==> src/rtl/clksrc_pkg.sv <==
package clksrc_pkg;

  localparam int unsigned REG_W = 8;

  // bit positions within the register image
  localparam int unsigned B_EXT  = 7;
  localparam int unsigned B_WDG  = 6;
  localparam int unsigned B_SW   = 5;
  localparam int unsigned B_STOP = 4;
  localparam int unsigned B_DIV  = 3;
  localparam int unsigned B_ALT  = 2;
  localparam int unsigned B_LOCK = 1;
  localparam int unsigned B_PSEL = 0;

  typedef enum logic [1:0] {
    CAUSE_POR   = 2'b00,
    CAUSE_WDG   = 2'b01,
    CAUSE_SW    = 2'b10,
    CAUSE_OTHER = 2'b11
  } rst_cause_e;

  typedef enum logic [1:0] {
    SRC_XT_DIV = 2'b00,
    SRC_XT     = 2'b01,
    SRC_PLL    = 2'b10,
    SRC_ALT    = 2'b11
  } clk_src_e;

  typedef struct packed {
    logic wdg;
    logic sw;
  } cause_flags_t;

  function automatic cause_flags_t cause_decode(input logic [1:0] cause);
    cause_flags_t f;
    f.wdg = (cause == CAUSE_WDG);
    f.sw  = (cause == CAUSE_SW);
    return f;
  endfunction

endpackage

==> src/rtl/clksrc_rst_sync.sv <==
module clksrc_rst_sync #(
  parameter int unsigned STAGES = 2
) (
  input  logic clk,
  input  logic rst_n,
  output logic rst_ok
);
  logic [STAGES-1:0] sync_q;
  logic [STAGES-1:0] sync_d;

  generate
    if (STAGES == 1) begin : g_one
      always_comb sync_d = 1'b1;
    end else begin : g_many
      always_comb sync_d = {sync_q[STAGES-2:0], 1'b1};
    end
  endgenerate

  always_ff @(posedge clk or negedge rst_n) begin
    if (!rst_n) sync_q <= '0;
    else        sync_q <= sync_d;
  end

  assign rst_ok = sync_q[STAGES-1];
endmodule

==> src/rtl/clksrc_flags.sv <==
module clksrc_flags
  import clksrc_pkg::*;
(
  input  logic       clk,
  input  logic       rst_n,
  input  logic       rst_ok,
  input  logic [1:0] rst_cause,
  input  logic       wr_en,
  input  logic       wr_ext,
  input  logic       wr_stop,
  input  logic       ext_stop_evt,
  input  logic       alt_st,
  output logic       ext_q,
  output logic       wdg_q,
  output logic       sw_q,
  output logic       stop_en_q
);
  cause_flags_t cause_f;
  logic ext_d, wdg_d, sw_d, stop_en_d, pend_d, pend_q, armed;

  assign cause_f = cause_decode(rst_cause);

  always_comb begin
    ext_d     = ext_q;
    wdg_d     = wdg_q;
    sw_d      = sw_q;
    stop_en_d = stop_en_q;
    pend_d    = pend_q;
    armed     = 1'b0;
    if (!rst_ok) begin
      ext_d     = 1'b0;
      wdg_d     = cause_f.wdg;
      sw_d      = cause_f.sw;
      stop_en_d = 1'b0;
      pend_d    = 1'b0;
    end else begin
      // external stop: event has priority over a software clear
      if (ext_stop_evt)          ext_d = 1'b1;
      else if (wr_en && !wr_ext) ext_d = 1'b0;
      // deferred stop-enable
      armed     = wr_en ? wr_stop : (pend_q | stop_en_q);
      stop_en_d = armed & (stop_en_q | alt_st);
      pend_d    = armed & ~stop_en_d;
    end
  end

  always_ff @(posedge clk or negedge rst_n) begin
    if (!rst_n) begin
      ext_q     <= 1'b0;
      wdg_q     <= 1'b0;
      sw_q      <= 1'b0;
      stop_en_q <= 1'b0;
      pend_q    <= 1'b0;
    end else begin
      ext_q     <= ext_d;
      wdg_q     <= wdg_d;
      sw_q      <= sw_d;
      stop_en_q <= stop_en_d;
      pend_q    <= pend_d;
    end
  end

  assert_extstop_set_R2: assert property (@(posedge clk) disable iff (!rst_ok)
    ext_stop_evt |=> ext_q);

  assert_cause_steady_R3: assert property (@(posedge clk) disable iff (!rst_ok)
    $past(rst_ok) |-> ($stable(wdg_q) && $stable(sw_q)));

  assert_stop_waits_alt_R4: assert property (@(posedge clk) disable iff (!rst_ok)
    $rose(stop_en_q) |-> $past(alt_st));

  assert_stop_cancel_R5: assert property (@(posedge clk) disable iff (!rst_ok)
    (wr_en && !wr_stop) |=> !stop_en_q);
endmodule

==> src/rtl/clksrc_select.sv <==
module clksrc_select
  import clksrc_pkg::*;
#(
  parameter int unsigned CFG_W = 3
) (
  input  logic             clk,
  input  logic             rst_n,
  input  logic             rst_ok,
  input  logic             wr_en,
  input  logic             wr_div,
  input  logic             wr_psel,
  input  logic             pll_lock,
  input  logic             alt_clk_req,
  input  logic             alt_clk_present,
  input  logic [CFG_W-1:0] pll_div_cfg,
  input  logic             osc_stopped,
  input  logic             wfi_evt,
  input  logic             lp_wait_en,
  output logic             div_q,
  output logic             alt_q,
  output logic             lock_q,
  output logic             psel_q,
  output logic             irq_q,
  output logic [1:0]       src_sel,
  output logic             pll_en
);
  localparam logic [CFG_W-1:0] CFG_OFF = {CFG_W{1'b1}};

  logic div_d, alt_d, lock_d, psel_d, irq_d, div_fall, hw_clr;
  clk_src_e src;

  always_comb begin
    div_d  = div_q;
    alt_d  = alt_q;
    lock_d = lock_q;
    psel_d = psel_q;
    irq_d  = 1'b0;
    div_fall = 1'b0;
    hw_clr   = 1'b0;
    if (!rst_ok) begin
      div_d  = 1'b1;
      alt_d  = 1'b0;
      lock_d = 1'b0;
      psel_d = 1'b0;
    end else begin
      if (wr_en) div_d = wr_div;
      irq_d    = div_d ^ div_q;
      div_fall = div_q & ~div_d;
      alt_d    = alt_clk_req & alt_clk_present;
      lock_d   = pll_lock & div_q;
      hw_clr   = (pll_div_cfg == CFG_OFF) | osc_stopped |
                 (wfi_evt & lp_wait_en) | div_fall;
      if (hw_clr)     psel_d = 1'b0;
      else if (wr_en) psel_d = wr_psel;
    end
  end

  always_ff @(posedge clk or negedge rst_n) begin
    if (!rst_n) begin
      div_q  <= 1'b1;
      alt_q  <= 1'b0;
      lock_q <= 1'b0;
      psel_q <= 1'b0;
      irq_q  <= 1'b0;
    end else begin
      div_q  <= div_d;
      alt_q  <= alt_d;
      lock_q <= lock_d;
      psel_q <= psel_d;
      irq_q  <= irq_d;
    end
  end

  // source priority: alternate, then divided crystal, then locked PLL
  always_comb begin
    if (alt_q)                src = SRC_ALT;
    else if (!div_q)          src = SRC_XT_DIV;
    else if (psel_q && lock_q) src = SRC_PLL;
    else                      src = SRC_XT;
  end

  assign src_sel = src;
  assign pll_en  = div_q;

  assert_irq_on_change_R7: assert property (@(posedge clk) disable iff (!rst_ok)
    irq_q |-> (div_q != $past(div_q)));

  assert_cfg_off_clears_R8: assert property (@(posedge clk) disable iff (!rst_ok)
    (pll_div_cfg == CFG_OFF) |=> !psel_q);

  assert_osc_stop_clears_R8: assert property (@(posedge clk) disable iff (!rst_ok)
    osc_stopped |=> !psel_q);

  assert_alt_wins_R10: assert property (@(posedge clk) disable iff (!rst_ok)
    alt_q |-> (src_sel == 2'b11));

  assert_no_unlocked_pll_R11: assert property (@(posedge clk) disable iff (!rst_ok)
    !lock_q |-> (src_sel != 2'b10));
endmodule

==> src/rtl/clksrc_ctl.sv <==
module clksrc_ctl
  import clksrc_pkg::*;
#(
  parameter int unsigned SYNC_STAGES = 2,
  parameter int unsigned CFG_W       = 3
) (
  input  logic             clk,
  input  logic             rst_n,
  input  logic [1:0]       rst_cause,
  input  logic             wr_en,
  input  logic [7:0]       wr_data,
  output logic [7:0]       rd_data,
  input  logic             ext_stop_evt,
  input  logic             pll_lock,
  input  logic             alt_clk_req,
  input  logic             alt_clk_present,
  input  logic [CFG_W-1:0] pll_div_cfg,
  input  logic             lp_wait_en,
  input  logic             wfi_evt,
  input  logic             osc_stopped,
  output logic [1:0]       clk_src_sel,
  output logic             pll_en,
  output logic             osc_stop_req,
  output logic             div_irq
);
  logic rst_ok;
  logic ext_q, wdg_q, sw_q, stop_en_q;
  logic div_q, alt_q, lock_q, psel_q;
  logic unused_ro;

  assign unused_ro = ^{wr_data[B_WDG], wr_data[B_SW], wr_data[B_ALT], wr_data[B_LOCK]};

  clksrc_rst_sync #(.STAGES(SYNC_STAGES)) u_sync (
    .clk    (clk),
    .rst_n  (rst_n),
    .rst_ok (rst_ok)
  );

  clksrc_flags u_flags (
    .clk          (clk),
    .rst_n        (rst_n),
    .rst_ok       (rst_ok),
    .rst_cause    (rst_cause),
    .wr_en        (wr_en),
    .wr_ext       (wr_data[B_EXT]),
    .wr_stop      (wr_data[B_STOP]),
    .ext_stop_evt (ext_stop_evt),
    .alt_st       (alt_q),
    .ext_q        (ext_q),
    .wdg_q        (wdg_q),
    .sw_q         (sw_q),
    .stop_en_q    (stop_en_q)
  );

  clksrc_select #(.CFG_W(CFG_W)) u_sel (
    .clk             (clk),
    .rst_n           (rst_n),
    .rst_ok          (rst_ok),
    .wr_en           (wr_en),
    .wr_div          (wr_data[B_DIV]),
    .wr_psel         (wr_data[B_PSEL]),
    .pll_lock        (pll_lock),
    .alt_clk_req     (alt_clk_req),
    .alt_clk_present (alt_clk_present),
    .pll_div_cfg     (pll_div_cfg),
    .osc_stopped     (osc_stopped),
    .wfi_evt         (wfi_evt),
    .lp_wait_en      (lp_wait_en),
    .div_q           (div_q),
    .alt_q           (alt_q),
    .lock_q          (lock_q),
    .psel_q          (psel_q),
    .irq_q           (div_irq),
    .src_sel         (clk_src_sel),
    .pll_en          (pll_en)
  );

  assign rd_data      = {ext_q, wdg_q, sw_q, stop_en_q, div_q, alt_q, lock_q, psel_q};
  assign osc_stop_req = stop_en_q & alt_q;

  assert_osc_req_R6: assert property (@(posedge clk) disable iff (!rst_ok)
    osc_stop_req |-> (rd_data[B_STOP] && rd_data[B_ALT]));

  assert_pll_en_R7: assert property (@(posedge clk) disable iff (!rst_ok)
    pll_en == rd_data[B_DIV]);
endmodule

==> config.mk <==
export PLATFORM = sky130hd
export DESIGN_NAME = clksrc_ctl
export DESIGN_NICKNAME = d
export VERILOG_FILES = /design/src/rtl/clksrc_pkg.sv /design/src/rtl/clksrc_rst_sync.sv /design/src/rtl/clksrc_flags.sv /design/src/rtl/clksrc_select.sv /design/src/rtl/clksrc_ctl.sv
export SDC_FILE = /design/constraint.sdc
export NUM_CORES = 1
export LEC_CHECK = 0
export BUFFER_PORTS_ARGS = -buffer_cell sky130_fd_sc_hd__buf_2
export CELL_PAD_IN_SITES_DETAIL_PLACEMENT = 0
export CELL_PAD_IN_SITES_GLOBAL_PLACEMENT = 1
export CORE_MARGIN = 10
export CORE_UTILIZATION = 29
export DETAILED_ROUTE_END_ITERATION = 16
export GPL_ROUTABILITY_DRIVEN = 0
export PLACE_DENSITY = 0.79
export SLEW_MARGIN = 15
export SYNTH_ARGS = -nofsm -noshare
export SYNTH_HDL_FRONTEND = slang
export SYNTH_HIERARCHICAL = 1
export SYNTH_SLANG_ARGS = --single-unit
export TNS_END_PERCENT = 1
==> constraint.sdc <==
create_clock -name clk -period 1.7 [get_ports clk]
set_clock_uncertainty 0.2 [all_clocks]
set_input_delay 0.255 -clock clk [delete_from_list [all_inputs] [get_ports clk]]
set_output_delay 0.255 -clock clk [all_outputs]
set_load 0.01 [all_outputs]
==> results by group, run 1 <==
Synthesis
  • Dominant synthesized flop cell: dfrtp_1
  • Synth top area share: 48.1%
  • Dominant cell type by area after synthesis: dfrtp_1
  • Netlist cell types: 24
  • Number of enable flip-flop cells after synthesis: 0
  • Average size of a mapped cell: 11.0 um^2
  • Post-synth ARST share: 100%
  • Yosys warnings: 6
  • Register area share after synthesis: 52.7%
  • Mapped Area: 572 um^2
  • Synth Register Bits: 12
  • Post-synth top cells: dfrtp_1, buf_4, nand2_1, o21ai_0, inv_1
  • Ranking of synthesized cells by area: dfrtp_1, buf_4, dfstp_2, mux2i_1, o21ai_0
  • Cell count after synthesis: 52
  • Synthesized net count: 76
  • Count leader, synth: dfrtp_1

Critical path
  • Critical path origin: u_sel/div_q
  • Crit Path Class: reg2out
  • FF-to-FF setup slack: 0.22 ns
  • Worst setup EP type: output pin
  • Reg2Reg Depth: 4
  • RR Endpoint: u_sel/psel_q
  • Startpoint types: flip-flop
  • RR Startpoint: u_sel/div_q
  • Crit path DAT: 1.11 ns
  • Worst-path maximum fanout: 7
  • CP required: 1.24 ns

STA
  • Fin crit share: 92.1%
  • Final Hold Violating Endpoints: 0
  • Setup tns final: 0 ns
  • F_max: 0.638 GHz
  • Final hold slack: 0.0210 ns
  • RSZ-0062 raised after global routing: no
  • Slew Limit Fails: 0
  • Final Setup Violations: 0
  • Tmin final: 1.57 ns

Outcome
  • Outcome: complete, no violations

Global route
  • Grt ovf: 0
  • Initial antenna violation count: 0
  • Total GRT Usage: 6.51%
  • First-pass GRT wire length: 2.24 mm
  • Vias in the first global route: 499
  • Largest net degree at the start of global routing: 13

Power and ir drop
  • Cell Pwr Density: 776 nW/um^2
  • Leakage power: 0.398 nW
  • Max VDD drop: 0.226 mV

Detailed routing
  • Final antenna-violating net count: 0
  • First-pass DRT Iterations: 4
  • Avg WL per Cell: 11.9 um
  • Via density: 4.12
  • DRC errors left: 0
  • Total number of vias: 441
  • Total wire length: 1.28 mm
  • Starting DRT DRC Count: 10

Worst hold path
  • Hold endpoint: u_flags/ext_q
  • Hold depth: 3
  • Hold crit path type: in2reg
  • Hold wc startpoint: ext_stop_evt

Floorplan
  • Chip width: 64.4 um
  • Core Region: 1920 um^2
  • Starting Density: 29.8%
  • Die area: 4150 um^2
  • Core Rows: 16
  • Die Span Y: 64.4 um
  • IO Count: 36

Place
  • DP Wirelength: 1.06 mm
  • Placed cell count: 101
  • I/O Buffers: 31

Clocking
  • Root buf cell: clkbuf_4
  • CTS Buffer Depth: 2
  • Total clock sinks: 12
  • Clk_lat worst skew: 0.26 ns
  • Clock transition at path regs: 0.08 ns
  • CTS tree: yes
  • CTS Buf Count: 3
  • H-tree Lvls: 1

Layout
  • Final #Nets: 105
  • Share of layout cells above drive strength 1: 46.3%
  • Layout Area Growth over Synthesis: 29.3%
  • Non-Filler Instances: 107
  • Ant diodes: 0
  • Fill cells: 207
  • Register Area: 302 um^2
  • Area of the multi-input gates: 191 um^2

Flow run
  • Max Cap Viol: 0
cell families (layout without fill, tap and decap cells):
family          Yosys count  count (layout)  share of synthesized area (%)
compound gates            9               9                           10.1
fa+ha+maj                 1               1                           2.19
buf+inv                  12              40                           13.8
flops                    12              12                           52.7
mux                       3               3                           5.47
other cells               1               1                          0.656
simple gates             14              14                           15.1
how the worst max path moves through the flow:
| stage | slack [ns] | endpoint |
|---|---|---|
| floorplan | 0.29 | u_sel/psel_q |
| global placement | 0.24 | u_sel/psel_q |
| detailed placement | 0.23 | u_sel/psel_q |
| CTS | 0.12 | clk_src_sel[1] |
| global route | 0.08 | clk_src_sel[1] |
| finish | 0.13 | clk_src_sel[1] |
layout by cell type (no fill, tap or decap), drive strengths merged:
| master | n |
|---|---|
| nor4b | 1 |
| a21boi | 1 |
| mux2i | 2 |
| dfstp | 1 |
| nand2 | 4 |
| and2 | 1 |
| and4 | 1 |
| nor2 | 1 |
| nand3 | 1 |
| mux2 | 1 |
| inv | 3 |
| a21o | 1 |
| a21oi | 1 |
| buf | 31 |
| and3 | 2 |
| nand2b | 1 |
| dlygate4sd3 | 2 |
| nor2b | 1 |
| dfrtp | 11 |
| nor3b | 1 |
| a31o | 1 |
| a22o | 1 |
| clkbuf | 4 |
| ha | 1 |
| conb | 1 |
| o21ai | 4 |
repair_timing:
action	4_1_cts	5_1_grt
hold buffers	2	0
endpoints found under the hold margin	13	0
resized for setup	0	0
buffers inserted	0	0
metal layers:
layer  global-route usage, %  part of all wire (%)  vias up
met4                    4.01                     0        0
met3                    3.48                    13        0
li1                        -                     -      222
met1                    6.19                    37      200
met5                       0                     0        -
met2                    10.8                    50       19
critical path: stages, from the launching register on:
cell and delay, ns:
dfstp_2 0.58, a31o_2 0.15, buf_2 0.12
sequential cells by signal, summed over array words and instances (netlist names):
name and cells:
u_sync/sync_q 2, u_sel/lock_q 1, u_sel/psel_q 1, u_sel/irq_q 1, u_flags/pend_q 1, u_flags/wdg_q 1, u_flags/sw_q 1, u_flags/ext_q 1
u_flags/stop_en_q 1, u_sel/div_q 1, u_sel/alt_q 1
layout make-up:
class | count | share of cell area (%)
multi-input cells | 28 | 25.9
repair buffers | 33 | 23.7
flip-flops and latches | 12 | 40.8
clock buffers | 4 | 3.55
well taps | 27 | 4.57
inverters | 3 | 1.52
power by group:
part	internal (mW)	leakage [nW]	switching, mW
registers	0.302	0.153	0.0125
clock network	0.0905	0.0150	0.0859
logic	0.0443	0.230	0.0381
through the flow:
stage | power (mW) | instance area, um^2 | util, % | setup slack [ns]
floorplan | 0.367 | 572 | - | 0.289
global placement | 0.400 | 693 | 36.1 | 0.241
detailed placement | 0.402 | 693 | 36.1 | 0.233
CTS | 0.583 | 739 | 38.5 | 0.123
global route | 0.608 | 739 | 38.5 | 0.0765
finish | 0.574 | 739 | 38.5 | 0.134
Note: power is estimated with default switching activity, not from simulation.
==> run 2: changes to the inputs <==
==> constraint.sdc (replaced) <==
create_clock -name clk -period 1.7 [get_ports clk]
set_clock_uncertainty 0.2 [all_clocks]
set_input_delay 0.34 -clock clk [delete_from_list [all_inputs] [get_ports clk]]
set_output_delay 0.34 -clock clk [all_outputs]
set_load 0.01 [all_outputs]
==> results by group, run 2 (same netlist as run 1, synthesis figures left out) <==
Worst hold path
  • Hold depth: 2 (was 3)
  • Hold wc startpoint: rst_cause[1] (was ext_stop_evt)
  • Hold crit path type: in2reg (unchanged)
  • Hold endpoint: u_flags/wdg_q (was u_flags/ext_q)

Global route
  • First-pass GRT wire length: 2.17 mm (was 2.24 mm)
  • Initial antenna violation count: 0 (unchanged)
  • Grt ovf: 0 (unchanged)
  • Largest net degree at the start of global routing: 13 (unchanged)
  • Total GRT Usage: 6.44% (was 6.51%)
  • Vias in the first global route: 514 (was 499)

Floorplan
  • Die Span Y: 64.4 um (unchanged)
  • Core Rows: 16 (unchanged)
  • Die area: 4150 um^2 (unchanged)
  • Chip width: 64.4 um (unchanged)
  • Core Region: 1920 um^2 (unchanged)
  • IO Count: 36 (unchanged)
  • Starting Density: 29.8% (unchanged)

Critical path
  • RR Startpoint: u_sel/div_q (unchanged)
  • Reg2Reg Depth: 5 (was 4)
  • Crit Path Class: reg2out (unchanged)
  • FF-to-FF setup slack: 0.11 ns (was 0.22 ns)
  • CP required: 1.16 ns (was 1.24 ns)
  • Crit path DAT: 1.08 ns (was 1.11 ns)
  • Worst setup EP type: output pin (unchanged)
  • Startpoint types: flip-flop (unchanged)
  • Worst-path maximum fanout: 5 (was 7)
  • RR Endpoint: u_sel/psel_q (unchanged)

Power and ir drop
  • Cell Pwr Density: 777 nW/um^2 (was 776 nW/um^2)
  • Leakage power: 0.398 nW (about the same)
  • Max VDD drop: 0.230 mV (was 0.226 mV)

Layout
  • Biggest register: u_sync/sync_q (unchanged)
  • Most frequent cells in the layout: buf_2, dfrtp_1, o21ai_0, nand2_1 (unchanged)
  • Ant diodes: 0 (unchanged)
  • Register Area: 302 um^2 (unchanged)
  • Final instance area: 737 um^2 (was 739 um^2)
  • Max reg flops: 2 (unchanged)
  • Final #Nets: 105 (unchanged)
  • Layout Area Growth over Synthesis: 28.9% (was 29.3%)
  • Commonest non-fill, non-tap cell in the layout: buf_2 (unchanged)
  • Share of layout cells above drive strength 1: 47.5% (was 46.3%)
  • Area of the multi-input gates: 191 um^2 (unchanged)
  • Fill cells: 194 (was 207)

Flow run
  • Max Cap Viol: 0 (unchanged)

Clocking
  • Clk_lat worst skew: 0.26 ns (about the same)
  • CTS Buffer Depth: 2 (unchanged)
  • Total clock sinks: 12 (unchanged)
  • CTS tree: yes (unchanged)
  • CTS Buf Count: 3 (unchanged)
  • Root buf cell: clkbuf_4 (unchanged)
  • Clock transition at path regs: 0.07 ns (was 0.08 ns)
  • H-tree Lvls: 1 (unchanged)

STA
  • Slew Limit Fails: 0 (unchanged)
  • Setup tns final: 0 ns (unchanged)
  • F_max: 0.616 GHz (was 0.638 GHz)
  • Tmin final: 1.62 ns (was 1.57 ns)
  • Final Setup Violations: 0 (unchanged)
  • Fin crit share: 95.5% (was 92.1%)
  • RSZ-0062 raised after global routing: no (unchanged)
  • Final Hold Violating Endpoints: 0 (unchanged)

Outcome
  • Outcome: complete, no violations (unchanged)

Place
  • Instance area at placement: 693 um^2 (unchanged)
  • I/O Buffers: 31 (unchanged)
  • DP Wirelength: 1.06 mm (about the same)

Detailed routing
  • Total wire length: 1.30 mm (was 1.28 mm)
  • Starting DRT DRC Count: 32 (was 10)
  • First-pass DRT Iterations: 3 (was 4)
  • Via density: 4.19 (was 4.12)
  • Final antenna-violating net count: 0 (unchanged)
  • Total number of vias: 448 (was 441)
  • Avg WL per Cell: 12.1 um (was 11.9 um)
  • DRC errors left: 0 (unchanged)
run 2: report_power, final:
group / total [mW] / internal, mW / switching [mW]
Combinational: 0.0839 / 0.0445 / 0.0394
Sequential: 0.315 / 0.302 / 0.0126
Clock: 0.174 / 0.0905 / 0.0836
run 2: per-stage QoR:
stage / hold slack [ns] / worst slack [ns] / utilization, % / std cells / power [mW]
finish: 0.0702 / 0.0758 / 38.3 / 107 / 0.573
global route: 0.0670 / 0.0307 / 38.3 / 107 / 0.619
CTS: 0.0601 / 0.0258 / 38.0 / 106 / 0.586
detailed placement: 0.0282 / 0.200 / 36.1 / 101 / 0.402
global placement: 0.0316 / 0.229 / 36.1 / 101 / 0.399
floorplan: -0.156 / 0.289 / - / 52 / 0.367
run 2: critical path: stages, from the launching register on:
cell and delay (ns):
dfstp_2 0.56, a31o_2 0.14, buf_2 0.12
run 2: final cells by class:
type                       count  area share (%)
multi-input combinational     28            26.0
clock buffer                   4            3.57
tap                           27            4.58
inverter                       3            1.53
sequential                    12            40.9
timing repair buffer          33            23.4
run 2: per-layer routing:
metal | share of wire, % | global-route usage, %
met5 | 0 | 0
met4 | 1.2 | 4.01
met3 | 13 | 4.18
met2 | 50 | 10.8
met1 | 36 | 5.58
run 2: worst max-delay path by stage:
stage | start | to | slack [ns] | depth (start not counted)
global placement | u_sel/div_q | u_sel/psel_q | 0.23 | 4
detailed placement | u_sel/div_q | u_sel/psel_q | 0.20 | 4
finish | u_sel/div_q | clk_src_sel[1] | 0.08 | 2
floorplan | u_sel/div_q | u_sel/psel_q | 0.29 | 4
CTS | u_sel/div_q | clk_src_sel[1] | 0.03 | 2
global route | u_sel/div_q | clk_src_sel[1] | 0.03 | 2
run 2: timing repair:
action / in CTS / in global routing
gates resized for setup: 0 / 0
hold buffers: 1 / 0
setup endpoints to repair: 0 / 1
setup buffers: 0 / 1
endpoints found under the hold margin: 12 / 0
==> run 3: changes to the inputs <==
Settings changed: SYNTH_HIERARCHICAL 1 to unset.
==> results by group, run 3 <==
Outcome
  • Outcome: complete, no violations (unchanged)

Floorplan
  • Die Span Y: 64.6 um (was 64.4 um)
  • Starting Density: 30.0% (was 29.8%)
  • Die area: 4170 um^2 (was 4150 um^2)
  • Core Region: 1920 um^2 (unchanged)
  • Core Rows: 16 (unchanged)
  • Chip width: 64.6 um (was 64.4 um)
  • IO Count: 36 (unchanged)

Detailed routing
  • Via density: 4.06 (was 4.19)
  • First-pass DRT Iterations: 4 (was 3)
  • Total number of vias: 438 (was 448)
  • DRC errors left: 0 (unchanged)
  • Total wire length: 1.38 mm (was 1.30 mm)
  • Starting DRT DRC Count: 22 (was 32)
  • Final antenna-violating net count: 0 (unchanged)
  • Avg WL per Cell: 12.8 um (was 12.1 um)

Global route
  • Total GRT Usage: 6.23% (was 6.44%)
  • Initial antenna violation count: 0 (unchanged)
  • Grt ovf: 0 (unchanged)
  • First-pass GRT wire length: 2.11 mm (was 2.17 mm)
  • Vias in the first global route: 497 (was 514)
  • Largest net degree at the start of global routing: 13 (unchanged)

Synthesis
  • Cell count after synthesis: 53 (was 52)
  • Dominant cell type by area after synthesis: dfrtp_1 (unchanged)
  • Mapped Area: 577 um^2 (was 572 um^2)
  • Netlist cell types: 22 (was 24)
  • Synth Register Bits: 12 (unchanged)
  • Count leader, synth: dfrtp_1 (unchanged)
  • Synth top area share: 47.7% (was 48.1%)
  • Yosys warnings: 0 (was 6)
  • Synthesized net count: 77 (was 76)
  • Post-synth ARST share: 100% (unchanged)
  • Post-synth top cells: dfrtp_1, buf_4, nand2_1, o21ai_0 (was dfrtp_1, buf_4, nand2_1, o21ai_0, inv_1)
  • Register area share after synthesis: 52.3% (was 52.7%)
  • Ranking of synthesized cells by area: dfrtp_1, buf_4, mux2i_1, dfstp_2, o21ai_0 (was dfrtp_1, buf_4, dfstp_2, mux2i_1, o21ai_0)
  • Number of enable flip-flop cells after synthesis: 0 (unchanged)
  • Average size of a mapped cell: 10.9 um^2 (was 11.0 um^2)
  • Dominant synthesized flop cell: dfrtp_1 (unchanged)

Clocking
  • Total clock sinks: 12 (unchanged)
  • H-tree Lvls: 1 (unchanged)
  • Clock transition at path regs: 0.07 ns (about the same)
  • CTS tree: yes (unchanged)
  • Root buf cell: clkbuf_4 (unchanged)
  • CTS Buffer Depth: 2 (unchanged)
  • Clk_lat worst skew: 0.26 ns (about the same)
  • CTS Buf Count: 3 (unchanged)

Place
  • DP Wirelength: 1.11 mm (was 1.06 mm)
  • Placed cell count: 103 (was 101)
  • I/O Buffers: 31 (unchanged)
  • Post-Place Setup Slack: 0.102 ns (was 0.200 ns)
  • Instance area at placement: 704 um^2 (was 693 um^2)

Layout
  • Share of layout cells above drive strength 1: 51.9% (was 47.5%)
  • Biggest register: u_sync.sync_q (was u_sync/sync_q)
  • Most frequent cells in the layout: buf_2, dfrtp_1, nand2_1, o21ai_0 (was buf_2, dfrtp_1, o21ai_0, nand2_1)
  • Max reg flops: 2 (unchanged)
  • Layout Area Growth over Synthesis: 33.0% (was 28.9%)
  • Fill cells: 202 (was 194)
  • Commonest non-fill, non-tap cell in the layout: buf_2 (unchanged)
  • Util after Layout: 39.9% (was 38.3%)
  • Final instance area: 767 um^2 (was 737 um^2)
  • Ant diodes: 0 (unchanged)
  • Non-Filler Instances: 108 (was 107)
  • Final #Nets: 106 (was 105)

STA
  • Setup tns final: 0 ns (unchanged)
  • RSZ-0062 raised after global routing: yes (was no)
  • Final hold slack: 0.0549 ns (was 0.0702 ns)
  • Final Hold Violating Endpoints: 0 (unchanged)
  • Fin crit share: 97.8% (was 95.5%)
  • Final worst slack: 0.0369 ns (was 0.0758 ns)
  • Slew Limit Fails: 0 (unchanged)
  • Final Setup Violations: 0 (unchanged)
  • Tmin final: 1.66 ns (was 1.62 ns)
  • F_max: 0.601 GHz (was 0.616 GHz)

Critical path
  • Startpoint types: flip-flop (unchanged)
  • Crit Path Class: reg2out (unchanged)
  • Worst setup EP type: output pin (unchanged)
  • CP required: 1.16 ns (about the same)
  • Worst-path maximum fanout: 6 (was 5)
  • Crit path DAT: 1.12 ns (was 1.08 ns)

Flow run
  • Max Cap Viol: 0 (unchanged)

Power and ir drop
  • Tot Pwr: 586 uW (was 573 uW)
  • Leakage power: 0.401 nW (was 0.398 nW)
  • Max VDD drop: 0.244 mV (was 0.230 mV)
  • Cell Pwr Density: 764 nW/um^2 (was 777 nW/um^2)

Worst hold path
  • Hold crit path type: in2reg (unchanged)
## run 3: what timing repair did
item | CTS | global route
buffers inserted | 0 | 1
setup endpoints to repair | 1 | 2
pin swaps | 0 | 2
resized for setup | 0 | 5
endpoints found under the hold margin | 12 | 0
hold buffers | 1 | 0
cloned | 0 | 0
## run 3: final timing paths
kind | slack, ns | from | cells past startpoint | end
setup / recovery | 0.04 | u_sel.div_q | 2 | clk_src_sel[1]
hold / removal | 0.05 | pll_div_cfg[2] | 2 | u_sel.psel_q
setup reg to reg | 0.07 | u_sel.div_q | 5 | u_sel.psel_q
hold reg to reg | 0.16 | u_sync.sync_q[0] | 0 | u_sync.sync_q[1]
max in group asynchronous | 0.76 | rst_n | 2 | u_sel.div_q
min in group asynchronous | 0.27 | rst_n | 2 | u_flags.ext_q
## run 3: cell type report
| class | count | area [um^2] | area share [%] |
|---|---|---|---|
| clock buffers | 4 | 26.3 | 3.43 |
| well taps | 27 | 33.8 | 4.40 |
| multi-input cells | 28 | 208 | 27.1 |
| inverters | 3 | 11.3 | 1.47 |
| flip-flops and latches | 12 | 302 | 39.3 |
| repair buffers | 34 | 186 | 24.3 |
## run 3: routing by layer
| metal | global-route usage, % | vias up | routed length, um |
|---|---|---|---|
| li1 | - | 226 | - |
| met1 | 5.74 | 193 | 522 |
| met2 | 11.5 | 17 | 749 |
| met3 | 2.06 | 2 | 90 |
| met4 | 4.01 | 0 | 15 |
| met5 | 0 | - | 0 |
## run 3: critical path, stage by stage (launching register included)
cell	delay, ns
dfstp_2	0.60
a31o_4	0.17
buf_6	0.10
## run 3: power breakdown
| group | total [mW] | internal [mW] | switching, mW |
|---|---|---|---|
| combinational | 0.0913 | 0.0496 | 0.0417 |
| clock | 0.178 | 0.0906 | 0.0873 |
| sequential | 0.316 | 0.302 | 0.0142 |
## run 3: cells by family after synthesis
| kind of cell | Yosys count | share of synthesized area (%) |
|---|---|---|
| adder cells (fa/ha/maj) | 1 | 2.17 |
| AO/OA/AOI/OAI | 11 | 12.1 |
| multiplexers | 3 | 5.21 |
| flip-flops | 12 | 52.3 |
| AND/OR/NAND/NOR | 12 | 12.4 |
| buffers and inverters | 13 | 15.2 |
| other | 1 | 0.650 |
